--- src/rtl/ext_irq_pkg.sv ---
package ext_irq_pkg;

  typedef enum logic [1:0] {
    SENSE_LVL_LOW = 2'd0,
    SENSE_FALL    = 2'd1,
    SENSE_RISE    = 2'd2,
    SENSE_BOTH    = 2'd3
  } sense_mode_e;

  localparam logic [7:0] OFS_STATUS = 8'h10;
  localparam logic [7:0] OFS_SENSE  = 8'h14;

endpackage

--- src/rtl/eis_pin_sync.sv ---
module eis_pin_sync #(
  parameter int unsigned NP = 8
) (
  input  logic          clk,
  input  logic          rst_n,
  input  logic [NP-1:0] pin_async,
  output logic [NP-1:0] pin_sync
);

  logic [NP-1:0] meta_q;
  logic [NP-1:0] stable_q;

  // Reset to the idle-high level so that idle pins produce no edge.
  always_ff @(posedge clk or negedge rst_n) begin
    if (!rst_n) begin
      meta_q   <= '1;
      stable_q <= '1;
    end else begin
      meta_q   <= pin_async;
      stable_q <= meta_q;
    end
  end

  assign pin_sync = stable_q;

endmodule

--- src/rtl/eis_sense_detect.sv ---
module eis_sense_detect
  import ext_irq_pkg::*;
#(
  parameter int unsigned NP = 8
) (
  input  logic            clk,
  input  logic            rst_n,
  input  logic [NP-1:0]   pin_sync,
  input  logic [2*NP-1:0] sense_cfg,
  output logic [NP-1:0]   event_hit
);

  logic [NP-1:0] prev_q;

  always_ff @(posedge clk or negedge rst_n) begin
    if (!rst_n) prev_q <= '1;
    else        prev_q <= pin_sync;
  end

  for (genvar n = 0; n < NP; n++) begin : g_pin
    sense_mode_e mode;
    assign mode = sense_mode_e'(sense_cfg[2*n +: 2]);

    always_comb begin
      unique case (mode)
        SENSE_LVL_LOW: event_hit[n] = ~pin_sync[n];
        SENSE_FALL:    event_hit[n] = prev_q[n] & ~pin_sync[n];
        SENSE_RISE:    event_hit[n] = ~prev_q[n] & pin_sync[n];
        default:       event_hit[n] = prev_q[n] ^ pin_sync[n];
      endcase
    end
  end

endmodule

--- src/rtl/ext_irq_sense.sv ---
module ext_irq_sense
  import ext_irq_pkg::*;
#(
  parameter int unsigned NP = 8,
  parameter int unsigned AW = 8,
  parameter int unsigned DW = 32
) (
  input  logic          clk,
  input  logic          rst_n,
  input  logic [AW-1:0] bus_addr,
  input  logic          bus_we,
  input  logic [DW-1:0] bus_wdata,
  output logic [DW-1:0] bus_rdata,
  input  logic [NP-1:0] irq_pin,
  output logic [NP-1:0] irq_req
);

  localparam int unsigned SW = 2 * NP;

  logic [NP-1:0] pin_sync;
  logic [NP-1:0] event_hit;
  logic [NP-1:0] status_q, status_d;
  logic [SW-1:0] sense_q, sense_d;
  logic          sel_status, sel_sense;
  logic          status_en, sense_en;
  logic          unused_wdata_hi;

  assign unused_wdata_hi = ^bus_wdata[DW-1:SW];

  eis_pin_sync #(.NP(NP)) u_sync (
    .clk      (clk),
    .rst_n    (rst_n),
    .pin_async(irq_pin),
    .pin_sync (pin_sync)
  );

  eis_sense_detect #(.NP(NP)) u_detect (
    .clk      (clk),
    .rst_n    (rst_n),
    .pin_sync (pin_sync),
    .sense_cfg(sense_q),
    .event_hit(event_hit)
  );

  assign sel_status = (bus_addr == AW'(OFS_STATUS));
  assign sel_sense  = (bus_addr == AW'(OFS_SENSE));

  // Next state: a written zero clears the bit, and a same-cycle event re-sets it.
  always_comb begin
    status_en = (bus_we && sel_status) || (|event_hit);
    status_d  = status_q;
    if (bus_we && sel_status) status_d = status_q & bus_wdata[NP-1:0];
    status_d  = status_d | event_hit;
  end

  always_comb begin
    sense_en = bus_we && sel_sense;
    sense_d  = bus_wdata[SW-1:0];
  end

  always_ff @(posedge clk or negedge rst_n) begin
    if (!rst_n)         status_q <= '0;
    else if (status_en) status_q <= status_d;
  end

  always_ff @(posedge clk or negedge rst_n) begin
    if (!rst_n)        sense_q <= '0;
    else if (sense_en) sense_q <= sense_d;
  end

  always_comb begin
    bus_rdata = '0;
    if (sel_status)     bus_rdata[NP-1:0] = status_q;
    else if (sel_sense) bus_rdata[SW-1:0] = sense_q;
  end

  assign irq_req = status_q;

endmodule

--- config.mk ---
export PLATFORM = sky130hd
export DESIGN_NAME = ext_irq_sense
export DESIGN_NICKNAME = d
export VERILOG_FILES = /design/src/rtl/ext_irq_pkg.sv /design/src/rtl/eis_pin_sync.sv /design/src/rtl/eis_sense_detect.sv /design/src/rtl/ext_irq_sense.sv
export SDC_FILE = /design/constraint.sdc
export NUM_CORES = 1
export LEC_CHECK = 0
export BUFFER_PORTS_ARGS = -buffer_cell sky130_fd_sc_hd__buf_2
export CORE_MARGIN = 4
export CORE_UTILIZATION = 41
export DETAILED_ROUTE_END_ITERATION = 8
export GPL_TIMING_DRIVEN = 0
export MAX_ROUTING_LAYER = met4
export PLACE_DENSITY = 0.79
export SYNTH_ARGS = -nofsm -noshare
export SYNTH_HDL_FRONTEND = slang
export SYNTH_SLANG_ARGS = --single-unit
--- constraint.sdc ---
create_clock -name clk -period 2.3 [get_ports clk]
set_input_delay 0.345 -clock clk [delete_from_list [all_inputs] [get_ports clk]]
set_output_delay 0.345 -clock clk [all_outputs]
set_load 0.03 [all_outputs]
==> results.json <==
{
  "die_x_um": 85.9,
  "worstPathRequired_ns": 1.96,
  "fin_skew_ns": 0.0116,
  "post-route-period-util_pct": 96.3,
  "antenna_found_initial": 0,
  "grt_usage_pct": 15.2,
  "num_vias": 1726,
  "viasPerCell": 4.88,
  "p_int_mw": 1.53,
  "drive_gt1_share_pct": 49.5,
  "fmax_mhz": 451,
  "boundaryPins": 91,
  "finalHoldViolCount": 0,
  "finalSetupTns_ns": 0,
  "gp_congestion": 0.843,
  "cts_sinks": 48,
  "cts_buffers": 5,
  "dpl.cell_count": 346,
  "outcome": "finished clean",
  "worstSetupPathType": "input port to output port",
  "dieArea_mm2": 0.00737,
  "htreeDepth": 2,
  "cts.clk_slew.worst_paths_ns": 0.09,
  "power.share.switching_pct": 21.6,
  "most-common-layout-cells": "buf_2 (59), inv_1 (30), dfrtp_1 (24), dfstp_2 (24), buf_4 (18)",
  "ys_types": 27,
  "core_area_mm2": 0.00589,
  "power.density_mw_per_mm2": 635,
  "rows": 28,
  "syn_area_per_cell_um2": 12.5,
  "ys_seq_area_share_pct": 49.5,
  "netlist_area_mm2": 0.00248,
  "multiInputGateArea_mm2": 0.00104,
  "num-nets-final": 345,
  "hp-class": "input port to flip-flop",
  "fill_cells": 554,
  "syn_inst": 198,
  "clk_path_buf_depth": 2,
  "cts_tree": "done",
  "post-dp-hpwl_um": 3950,
  "pwr-share-comb_pct": 10.7,
  "worstPathMaxFanout": 10,
  "finalNonFillerCells": 354,
  "fin_util_pct": 52.4,
  "setup-violations-final": 0,
  "area_growth_pct": 24.1,
  "final-max-slew-violation-count": 0,
  "antenna_cells": 0,
  "ir_drop_v": 0.000628,
  "die-height_um": 85.9,
  "end_kind": "output port",
  "grt_max_degree": 49,
  "gr-total-overflow": 0,
  "wl_um": 5300,
  "synth-seq-cells": 48,
  "leakage_nw": 1.60,
  "grt_pass1_vias": 1772,
  "grt_pass1_wl_um": 8490,
  "pwr-share-clk_pct": 42.2,
  "drt_iter0_markers": 90,
  "seq_area_mm2": 0.00123,
  "worst_pin_slew_ns": 1.02,
  "ys_warn_count": 0,
  "critPathArrivalTime_ns": 1.87,
  "p_seq_share_pct": 47.2,
  "rsz0062_at_grt": "false",
  "period_minus_slack_ns": 2.22,
  "ant_nets": 0,
  "p_sw_mw": 0.423,
  "insertion_delay_ns": 0.30,
  "wl_per_cell_um": 15.0,
  "maxCapViolations": 0,
  "io_buffers": 58,
  "drtPass1Iterations": 4,
  "final_common_cell": "buf_2",
  "crit_path_start_kind": "input port",
  "initial_core_util_pct": 42.2,
  "drc": 0,
  "root_buffer": "clkbuf_8",
  "slew_headroom_pct": 31.7
}
-- worst max-delay path, cell delays in order --
cell and delay (ns):
buf_2 0.11, nor4b_4 0.37, buf_4 0.25, buf_4 0.21
nand3_1 0.11, a21oi_1 0.23, buf_2 0.24
-- cell families after synthesis --
group	share of synthesized area (%)
AOI/OAI and AO/OA	4.28
adders and majority gates	8.06
buffers and inverters	10.9
DFF	49.5
muxes	16.0
other	0.151
and+or+nand+nor	11.0
-- Yosys cell counts --
library cell	number	area (um2)
a211o_1	5	43.8
a21oi_1	8	40.0
and2_0	1	6.26
and2_1	5	31.3
and3_1	8	50.1
and4_1	1	8.76
buf_1	1	3.75
buf_2	1	5.00
buf_4	18	135
buf_6	1	11.3
clkbuf_1	1	3.75
conb_1	1	3.75
dfrtp_1	24	601
dfstp_2	24	631
ha_1	16	200
inv_1	30	113
mux2_2	6	67.6
mux2_4	10	150
mux4_2	8	180
nand2_1	3	11.3
nand3_1	16	80.1
nand4_4	2	42.5
nor2_1	2	7.51
nor2b_1	1	6.26
nor4b_4	1	23.8
o211ai_1	3	22.5
or2_2	1	6.26
-- sequential cells by signal, indices dropped and copies added (netlist names) --
signal / flops
sense_q: 16
u_detect.prev_q: 8
irq_req: 8
u_sync.meta_q: 8
u_sync.pin_sync: 8
-- repair_timing --
action | CTS | global route
setup buffers | 0 | 0
hold buffers | 0 | 0
endpoints found under the setup margin | 0 | 8
gates resized for setup | 0 | 1
-- layer usage --
| layer | share of wire (%) | global-route usage (%) |
|---|---|---|
| met4 | 2.1 | 5.18 |
| met5 | 0 | - |
| met2 | 51 | 25.4 |
| met3 | 7.5 | 3.36 |
| met1 | 40 | 18.3 |
-- metrics by stage --
stage | power (mW) | area (um2) | hold slack (ns) | setup WS (ns)
finish | 1.96 | 3080 | 0.129 | 0.0849
global route | 2.03 | 3080 | 0.114 | 0.0270
CTS | 1.97 | 3080 | 0.124 | 0.0382
detailed placement | 1.15 | 2930 | 0.347 | 0.0465
global placement | 1.13 | 2930 | 0.346 | 0.0925
floorplan | 1.07 | 2540 | 0.0494 | 0.324
-- power by group through the flow --
stage | combinational, mW | sequential (mW) | clock, mW
after floorplan | 0.139 | 0.930 | 0
after global placement | 0.199 | 0.935 | 0
after detailed placement | 0.209 | 0.938 | 0
after CTS | 0.211 | 0.924 | 0.840
after global routing | 0.231 | 0.929 | 0.870
final | 0.209 | 0.923 | 0.825
-- cell type report --
| cell class | count | share of cell area, % |
|---|---|---|
| inverter | 30 | 3.65 |
| timing repair buffer | 58 | 9.41 |
| sequential | 48 | 39.9 |
| clock inverter | 3 | 2.92 |
| multi-input combinational | 113 | 33.7 |
| clock buffer | 5 | 2.23 |
| buffer | 22 | 5.15 |
| tap | 75 | 3.04 |
-- final timing paths --
| check | from | endpoint | slack (ns) | depth (start not counted) |
|---|---|---|---|---|
| min | irq_pin[0] | u_sync.meta_q[0]$_DFF_PN1_ | 0.13 | 1 |
| max | bus_addr[5] | bus_rdata[6] | 0.08 | 7 |
| min in group asynchronous | rst_n | sense_q[3]$_DFFE_PN0P_ | 0.22 | 1 |
| min reg2reg | u_sync.meta_q[1]$_DFF_PN1_ | u_sync.pin_sync[1]$_DFF_PN1_ | 0.35 | 0 |
| max in group asynchronous | rst_n | sense_q[15]$_DFFE_PN0P_ | 1.45 | 1 |
| max reg2reg | u_sync.pin_sync[1]$_DFF_PN1_ | irq_req[1]$_DFFE_PN0P_ | 0.53 | 5 |
(Power assumes the default switching activity.)
